## src/rtl/fwd_pkg.sv

```systemverilog
package fwd_pkg;

  typedef enum logic [1:0] {
    ST_IDLE       = 2'd0,
    ST_BUS_REQ    = 2'd1,
    ST_BUS_READ   = 2'd2,
    ST_LINK_WRITE = 2'd3
  } fwd_state_t;

  // Saturating up/down count of pulses waiting for service.
  function automatic int unsigned pend_next(int unsigned cnt, logic inc,
                                            logic dec, int unsigned cap);
    int unsigned n;
    n = cnt;
    if (dec && n != 0) n = n - 1;
    if (inc && n < cap) n = n + 1;
    return n;
  endfunction

  // Host interrupt: errors only, read-service causes are masked.
  function automatic logic irq_merge(logic attn, logic err, logic clog);
    return (attn & err) | clog;
  endfunction

endpackage

```

## src/rtl/fwd_seq.sv

```systemverilog
module fwd_seq #(
  parameter int PEND_W = 2
) (
  input  logic                clk,
  input  logic                rst_n,
  input  logic                blk_ready,
  input  logic                sync_req,
  input  logic                clog_hold,
  input  logic                bus_gnt,
  input  logic                bus_done,
  input  logic                lnk_accept,
  output fwd_pkg::fwd_state_t state,
  output logic                bus_req,
  output logic                bus_rd,
  output logic                start_evt,
  output logic                capture_evt,
  output logic                clog_evt
);
  import fwd_pkg::*;

  localparam int unsigned PEND_MAX = (1 << PEND_W) - 1;

  fwd_state_t        state_q, state_d;
  logic [PEND_W-1:0] pend_q, pend_d;
  logic              grant_evt, release_evt;

  assign start_evt   = (state_q == ST_IDLE) && (pend_q != '0) && blk_ready && !clog_hold;
  assign grant_evt   = (state_q == ST_BUS_REQ) && bus_gnt;
  assign capture_evt = (state_q == ST_BUS_READ) && bus_done;
  assign release_evt = (state_q == ST_LINK_WRITE) && lnk_accept;
  assign clog_evt    = (state_q == ST_LINK_WRITE) && sync_req && !lnk_accept;

  always_comb begin
    state_d = state_q;
    unique case (state_q)
      ST_IDLE:       if (start_evt)   state_d = ST_BUS_REQ;
      ST_BUS_REQ:    if (grant_evt)   state_d = ST_BUS_READ;
      ST_BUS_READ:   if (capture_evt) state_d = ST_LINK_WRITE;
      ST_LINK_WRITE: if (release_evt) state_d = ST_IDLE;
      default:                        state_d = ST_IDLE;
    endcase
  end

  assign pend_d = PEND_W'(pend_next(int'(pend_q), sync_req, start_evt, PEND_MAX));

  always_ff @(posedge clk or negedge rst_n) begin
    if (!rst_n) begin
      state_q <= ST_IDLE;
      pend_q  <= '0;
    end else begin
      state_q <= state_d;
      pend_q  <= pend_d;
    end
  end

  assign state   = state_q;
  assign bus_req = (state_q == ST_BUS_REQ) || (state_q == ST_BUS_READ);
  assign bus_rd  = (state_q == ST_BUS_READ);

  p_start_needs_ready_r1: assert property (@(posedge clk) disable iff (!rst_n)
    $rose(bus_req) |-> $past(blk_ready));

  p_one_read_r2: assert property (@(posedge clk) disable iff (!rst_n)
    capture_evt |=> !bus_rd);

  p_req_held_r3: assert property (@(posedge clk) disable iff (!rst_n)
    (bus_req && !capture_evt) |=> bus_req);

  p_rd_after_gnt_r3: assert property (@(posedge clk) disable iff (!rst_n)
    $rose(bus_rd) |-> $past(bus_gnt));

endmodule

```

## src/rtl/fwd_buf.sv

```systemverilog
module fwd_buf #(
  parameter int DATA_W = 16
) (
  input  logic              clk,
  input  logic              rst_n,
  input  logic              capture_evt,
  input  logic [DATA_W-1:0] bus_rd_data,
  input  logic              lnk_accept,
  output logic              lnk_valid,
  output logic [DATA_W-1:0] lnk_data
);

  logic              full_q;
  logic [DATA_W-1:0] word_q;

  always_ff @(posedge clk or negedge rst_n) begin
    if (!rst_n) begin
      full_q <= 1'b0;
      word_q <= '0;
    end else begin
      if (capture_evt) begin
        full_q <= 1'b1;
        word_q <= bus_rd_data;
      end else if (full_q && lnk_accept) begin
        full_q <= 1'b0;
      end
    end
  end

  assign lnk_valid = full_q;
  assign lnk_data  = word_q;

  p_hold_word_r4: assert property (@(posedge clk) disable iff (!rst_n)
    (lnk_valid && !lnk_accept) |=> (lnk_valid && $stable(lnk_data)));

  p_capture_value_r4: assert property (@(posedge clk) disable iff (!rst_n)
    capture_evt |=> (lnk_valid && lnk_data == $past(bus_rd_data)));

endmodule

```

## src/rtl/fwd_irq.sv

```systemverilog
module fwd_irq (
  input  logic clk,
  input  logic rst_n,
  input  logic clog_evt,
  input  logic clog_clr,
  input  logic ru_attn,
  input  logic ru_err,
  output logic link_clog,
  output logic host_irq
);
  import fwd_pkg::*;

  logic clog_q;

  // A new clog event wins over a clear in the same cycle.
  always_ff @(posedge clk or negedge rst_n) begin
    if (!rst_n)        clog_q <= 1'b0;
    else if (clog_evt) clog_q <= 1'b1;
    else if (clog_clr) clog_q <= 1'b0;
  end

  assign link_clog = clog_q;
  assign host_irq  = irq_merge(ru_attn, ru_err, clog_q);

  p_clog_set_r5: assert property (@(posedge clk) disable iff (!rst_n)
    clog_evt |=> link_clog);

  p_clog_sticky_r6: assert property (@(posedge clk) disable iff (!rst_n)
    (link_clog && !clog_clr) |=> link_clog);

  p_err_no_clog_r8: assert property (@(posedge clk) disable iff (!rst_n)
    (!link_clog && !clog_evt) |=> !link_clog);

  p_irq_mask_r9: assert property (@(posedge clk) disable iff (!rst_n)
    (ru_attn && !ru_err && !link_clog) |-> !host_irq);

endmodule

```

## src/rtl/readout_forwarder.sv

```systemverilog
module readout_forwarder #(
  parameter int DATA_W = 16,
  parameter int PEND_W = 2
) (
  input  logic              clk,
  input  logic              rst_n,
  input  logic              blk_ready,
  input  logic              sync_req,
  output logic              bus_req,
  input  logic              bus_gnt,
  output logic              bus_rd,
  input  logic              bus_done,
  input  logic [DATA_W-1:0] bus_rd_data,
  output logic              lnk_valid,
  input  logic              lnk_accept,
  output logic [DATA_W-1:0] lnk_data,
  input  logic              ru_attn,
  input  logic              ru_err,
  output logic              host_irq,
  output logic              link_clog,
  input  logic              clog_clr
);
  import fwd_pkg::*;

  fwd_state_t state;
  logic       start_evt, capture_evt, clog_evt;

  fwd_seq #(.PEND_W(PEND_W)) u_seq (
    .clk         (clk),
    .rst_n       (rst_n),
    .blk_ready   (blk_ready),
    .sync_req    (sync_req),
    .clog_hold   (link_clog),
    .bus_gnt     (bus_gnt),
    .bus_done    (bus_done),
    .lnk_accept  (lnk_accept),
    .state       (state),
    .bus_req     (bus_req),
    .bus_rd      (bus_rd),
    .start_evt   (start_evt),
    .capture_evt (capture_evt),
    .clog_evt    (clog_evt)
  );

  fwd_buf #(.DATA_W(DATA_W)) u_buf (
    .clk         (clk),
    .rst_n       (rst_n),
    .capture_evt (capture_evt),
    .bus_rd_data (bus_rd_data),
    .lnk_accept  (lnk_accept),
    .lnk_valid   (lnk_valid),
    .lnk_data    (lnk_data)
  );

  fwd_irq u_irq (
    .clk       (clk),
    .rst_n     (rst_n),
    .clog_evt  (clog_evt),
    .clog_clr  (clog_clr),
    .ru_attn   (ru_attn),
    .ru_err    (ru_err),
    .link_clog (link_clog),
    .host_irq  (host_irq)
  );

  p_valid_tracks_state_r4: assert property (@(posedge clk) disable iff (!rst_n)
    lnk_valid == (state == ST_LINK_WRITE));

  p_no_start_clog_r7: assert property (@(posedge clk) disable iff (!rst_n)
    $rose(bus_req) |-> !$past(link_clog));

  p_start_leaves_idle_r2: assert property (@(posedge clk) disable iff (!rst_n)
    start_evt |=> bus_req);

endmodule

```

## config.mk

```make
export PLATFORM = sky130hd
export DESIGN_NAME = readout_forwarder
export DESIGN_NICKNAME = d
export VERILOG_FILES = /design/src/rtl/fwd_pkg.sv /design/src/rtl/fwd_seq.sv /design/src/rtl/fwd_buf.sv /design/src/rtl/fwd_irq.sv /design/src/rtl/readout_forwarder.sv
export SDC_FILE = /design/constraint.sdc
export NUM_CORES = 1
export LEC_CHECK = 0
export BUFFER_PORTS_ARGS = -buffer_cell sky130_fd_sc_hd__clkbuf_2
export CAP_MARGIN = 25
export CORE_ASPECT_RATIO = 1.1
export CORE_MARGIN = 2
export CORE_UTILIZATION = 45
export CTS_CLUSTER_DIAMETER = 200
export CTS_CLUSTER_SIZE = 12
export DETAILED_ROUTE_END_ITERATION = 10
export GPL_TIMING_DRIVEN = 0
export HOLD_SLACK_MARGIN = 0.03
export PLACE_DENSITY = 0.82
export SYNTH_ARGS = -nofsm -noshare
export SYNTH_HDL_FRONTEND = slang
export SYNTH_HIERARCHICAL = 1
export SYNTH_SLANG_ARGS = --single-unit
```

## constraint.sdc

```tcl
create_clock -name clk -period 2.3 [get_ports clk]
set_input_delay 0.23 -clock clk [delete_from_list [all_inputs] [get_ports clk]]
set_output_delay 0.23 -clock clk [all_outputs]
set_load 0.01 [all_outputs]
```

==> out/metrics.cfg, run 1 <==
[global_routing]
antenna_found_initial=0
grt_pass1_vias=773
grt_start_max_net_pins=23
grt_usage_pct=15.10
grt_pass1_wl_um=3318
overflow=0

[synthesis]
ys_seq_area_share_pct=48.40
synth.most_common_cell=dfrtp_1
synth-main-ff-cell=dfrtp_1
netlist_area_mm2=0.001137
synth_area_leaders=dfrtp_1 48%, mux2_4 13%, ha_1 8.8%
ys_seq_elements=22
syn_avg_cell_area_um2=14.40
ys_warn_count=6
syn-num-nets=113
yosysTopAreaCell=dfrtp_1
netlist_top_cells_count=22 x dfrtp_1, 10 x mux2_4, 8 x ha_1
synth_top_cell_area_share_pct=48.40
syn-instance-count=79
synthArstFlopShare_pct=100.0
synth_edf_count=0
yosysUniqueCellTypes=22

[timing]
finalSetupViolations=0
maxSlewHeadroom_pct=64.84
hold_viol=0
worst_slew_pin_slew_ps=527.5
slew_viol_final=0
period_minus_slack_ps=2103
rsz0062_at_grt=no
max_freq_mhz=475.5
period_share_pct=91.44
clock_skew_ps=7.942
layout_setup_ws_ps=196.9
setup_tns_ps=0

[worst_hold_path]
min_from=bus_rd_data[14]
hold_depth=2
hp-class=primary input to register

[floorplan]
rows=19
io_pins=47
fp.dieH_um=56.73
initial_core_util_pct=46.45
die_x_um=51.94
dieArea_mm2=0.002946
core_mm2=0.002449

[final_layout]
drive_above_1_share_pct=57.69
final_cell_area_mm2=0.001476
syn_to_final_growth_pct=29.81
diodes=0
nets=165

[worst_setup_path]
crit_end=u_seq/pend_q[1]
r2r-end=u_seq/pend_q[1]
crit_path_start=u_seq/state[0]
critPathArrivalTime_ps=2290
required_ps=2490
crit_fanout=6
startpoint_type=register
r2r_slack_ps=200
rr_worst_depth=9
crit_type=register to register
rr_startpoint=u_seq/state[0]
worstSetupEndpointType=register

[placed_design]
placed_area_mm2=0.001406
pre_cts_slack_ps=131.9
portBuffers=46
dp_hpwl_um=1562
place.gp.congestion=0.7224

[routing]
wl_per_cell_um=12.60
ant_nets=0
drtIter0Drc=7
first_pass_iters=4
vias=730
drc=0
viasPerCell=4.534
routed_wl_um=2029

[clock_network]
h-tree-depth=1
tritoncts=done
cts_buffers=3
clkLatencyLatePin_ps=310
ctsLongestPathBuffers=2
cts_sinks=22
clkTransAtPathRegs_ps=130
cts-root-buf=clkbuf_4

[power_and_ir_drop]
peakVddDrop_mv=0.7428
p_leak_nw=0.7860
p_per_area_mw_per_mm2=1394

[flow_run]
timing.max_cap.violations=0

[outcome]
status=finished, final reports clean

[metrics by stage]
stage / power, mW / hold WS [ps] / utilization, % / cells
2_1_floorplan: 1.442 / -65.59 / - / 79
5_1_grt: 2.226 / 123.1 / 60.30 / 161
3_3_place_gp: 1.713 / 227.6 / 57.43 / 156
6_report: 2.058 / 142.1 / 60.30 / 161
4_1_cts: 2.058 / 135.1 / 59.99 / 161
3_5_place_dp: 1.759 / 231.2 / 57.43 / 156
[logic make-up after synthesis]
logic type      share of synthesized area, %
simple gates                           8.032
mux                                    21.89
fa+ha+maj                              8.801
compound gates                         6.270
xor+xnor                               1.540
buf+inv                                5.061
flops                                  48.41
[state kept, by name, indices dropped and copies added (netlist names)]
| register | count |
|---|---|
| u_buf/lnk_valid | 1 |
| u_seq/state | 2 |
| u_buf/lnk_data | 16 |
| u_seq/pend_q | 2 |
| u_irq/link_clog | 1 |
[repair_timing]
| item | 4_1_cts | 5_1_grt |
|---|---|---|
| gates resized for setup | 0 | 2 |
| buffers inserted | 0 | 0 |
| hold endpoints to repair | 22 | 0 |
| setup endpoints to repair | 0 | 2 |
| hold buffers | 1 | 0 |
[placed cells by master (no fill, tap or decap), drive strengths merged]
master / instances
clkbuf: 49
dfrtp: 22
mux2: 17
ha: 8
inv: 7
nor2b: 3
a21o: 3
xnor2: 2
mux2i: 2
and2: 2
nor2: 2
a211oi: 2
buf: 2
bufinv: 1
dlygate4sd3: 1
nand4bb: 1
nand2: 1
o21ai: 1
nand2b: 1
nor3b: 1
and3: 1
a2111oi: 1
[how the worst min path moves through the flow]
stage                                    end  slack, ps
after floorplan            u_buf/lnk_data[0]        -70
after CTS                  u_buf/lnk_data[1]        140
final                     u_buf/lnk_data[14]        140
after detailed placement     u_seq/pend_q[1]        230
after global routing       u_buf/lnk_data[1]        120
after global placement       u_seq/pend_q[1]        230
[layer usage]
layer,vias up,share of wire [%],GRT usage [%]
li1,370,-,-
met1,329,45,19.20
met2,29,48,24.59
met3,2,6.2,2.394
met4,0,1.0,7.143
met5,-,0,0
[final cells by class]
cell class | count | area (um^2)
Inverter | 7 | 26.28
Tap cell | 31 | 38.79
Clock buffer | 3 | 22.52
Timing Repair Buffer | 47 | 240.2
Multi-Input combinational cell | 48 | 536.8
Sequential cell | 22 | 550.5
Clock inverter | 1 | 30.03
Fill cell | 188 | 972.2
Buffer | 2 | 31.28
[power breakdown]
group	total, mW	internal (mW)	switching (mW)
combinational	1.08	0.597	0.482
sequential	0.686	0.583	0.104
clock	0.293	0.176	0.117
total	2.06	1.36	0.703
[worst max-delay path: stages, from the launching register on]
cell and delay [ps]:
dfrtp_1 420, inv_1 140, ha_2 250, nand4bb_4 170
inv_1 160, xnor2_1 90, ha_1 220, nand2b_1 180
a211oi_1 270, a211oi_1 80
(Power assumes the default switching activity.)
==> run 2: changes to the inputs <==
--- a/config.mk
+++ b/config.mk
@@ -9,13 +9,13 @@
 export CAP_MARGIN = 25
 export CORE_ASPECT_RATIO = 1.1
 export CORE_MARGIN = 2
-export CORE_UTILIZATION = 45
+export CORE_UTILIZATION = 30
 export CTS_CLUSTER_DIAMETER = 200
 export CTS_CLUSTER_SIZE = 12
 export DETAILED_ROUTE_END_ITERATION = 10
 export GPL_TIMING_DRIVEN = 0
 export HOLD_SLACK_MARGIN = 0.03
-export PLACE_DENSITY = 0.82
+export PLACE_DENSITY = 0.6
 export SYNTH_ARGS = -nofsm -noshare
 export SYNTH_HDL_FRONTEND = slang
 export SYNTH_HIERARCHICAL = 1
==> out/metrics.cfg, run 2 (synthesis gave the netlist of run 1 again) <==
[clock_network]
cts_sinks=22
ctsLongestPathBuffers=2
clkTransAtPathRegs_ps=80
tritoncts=done
cts_buffers=3
h-tree-depth=1
post_cts_buffers=0
cts-root-buf=clkbuf_8
clkLatencyLatePin_ps=260

[worst_setup_path]
crit_type=register to register
required_ps=2450
crit_fanout=6
startpoint_type=register
critPathArrivalTime_ps=2310
worstSetupEndpointType=register

[final_layout]
diodes=0
layout_commonest_cell=clkbuf_2
largest_reg_flops=16
nets=165
layout_common_cells=46 x clkbuf_2, 22 x dfrtp_1, 10 x mux2_4
syn_to_final_growth_pct=32.12
fin_util_pct=41.44
layoutNonFillerInstCount=180
drive_above_1_share_pct=58.46

[floorplan]
io_pins=47
rows=23
core_mm2=0.003626
dieArea_mm2=0.004300
die_x_um=62.71
fp.dieH_um=68.58
initial_core_util_pct=31.37

[routing]
wl_per_cell_um=13.21
drc=0
drtIter0Drc=26
first_pass_iters=2
routed_wl_um=2378
ant_nets=0
vias=769
viasPerCell=4.272

[placed_design]
portBuffers=46
pre_cts_slack_ps=141.4
dp_hpwl_um=1803
placed_cells=175
place.gp.congestion=0.7435

[outcome]
status=finished, final reports clean

[timing]
finalSetupViolations=0
hold_viol=0
period_share_pct=93.67
max_freq_mhz=464.2
maxSlewHeadroom_pct=63.55
clock_skew_ps=4.453
rsz0062_at_grt=no
holdWs_ps=194.8
setup_tns_ps=0
period_minus_slack_ps=2154
worst_slew_pin_slew_ps=546.7
slew_viol_final=0
layout_setup_ws_ps=145.5

[global_routing]
grt_pass1_vias=849
grt_pass1_wl_um=3732
grt_start_max_net_pins=23
antenna_found_initial=0
overflow=0
grt_usage_pct=11.04

[power_and_ir_drop]
p_leak_nw=0.7845
p_per_area_mw_per_mm2=1378
peakVddDrop_mv=0.6921

[worst_hold_path]
hp-class=primary input to register

[flow_run]
timing.max_cap.violations=0

==> run 2: cell types whose count changed in the layout (fill, tap and decap cells not counted) <==
cell and delta:
clkbuf_8 +4, inv_2 +1, clkbuf_4 -3, inv_1 -1, bufinv_16 -1
==> run 2: path summary, 6_finish.rpt <==
path | end | depth (start not counted) | slack, ps | start
min | u_buf/lnk_data[11] | 2 | 190 | bus_rd_data[11]
max | u_seq/pend_q[1] | 9 | 150 | u_seq/state[0]
min reg2reg | u_buf/lnk_valid | 1 | 500 | u_buf/lnk_valid
max in group asynchronous | u_buf/lnk_data[9] | 2 | 1440 | rst_n
max reg2reg | u_seq/pend_q[1] | 9 | 150 | u_seq/state[0]
min in group asynchronous | u_buf/lnk_data[3] | 2 | 490 | rst_n
==> run 2: final cells by class <==
cell class	count	area [um^2]
repair buffers	47	240.2
flip-flops and latches	22	550.5
clock buffers	4	55.05
inverters	7	26.28
fillers	361	2123
well taps	50	62.56
plain buffers	2	31.28
multi-input cells	48	536.8
==> run 2: worst max-delay path: stages (launching register included) <==
cell and delay (ps):
dfrtp_1 410, inv_1 140, ha_2 250, nand4bb_4 180, inv_2 130, xnor2_1 80, ha_1 220, nand2b_1 180
and3_2 220, a211oi_1 230
==> run 2: per-stage QoR <==
step	power [mW]	cell area, um^2
global placement	1.717	1430
floorplan	1.442	1137
finish	2.070	1503
global route	2.222	1503
detailed placement	1.782	1430
CTS	2.071	1495
==> run 2: what timing repair did <==
action / in CTS / in global routing
endpoints found under the hold margin: 22 / 0
hold buffers: 1 / 0
resized for setup: 0 / 3
endpoints found under the setup margin: 0 / 2
==> run 2: layer usage <==
layer  GRT usage [%]  vias to the layer above  part of all wire, %  wire length (um)
met3           1.786                        2                  3.7                87
met5               0                        -                    0                 0
met1           12.24                      377                   40               960
met2           21.24                       21                   55              1304
met4           5.000                        0                  1.1                26
li1                -                      369                    -                 -
==> run 2: where the power goes <==
part	internal (mW)	leakage [nW]	switching, mW
clock	0.153	0.0288	0.127
sequential	0.584	0.262	0.108
combinational	0.600	0.494	0.498
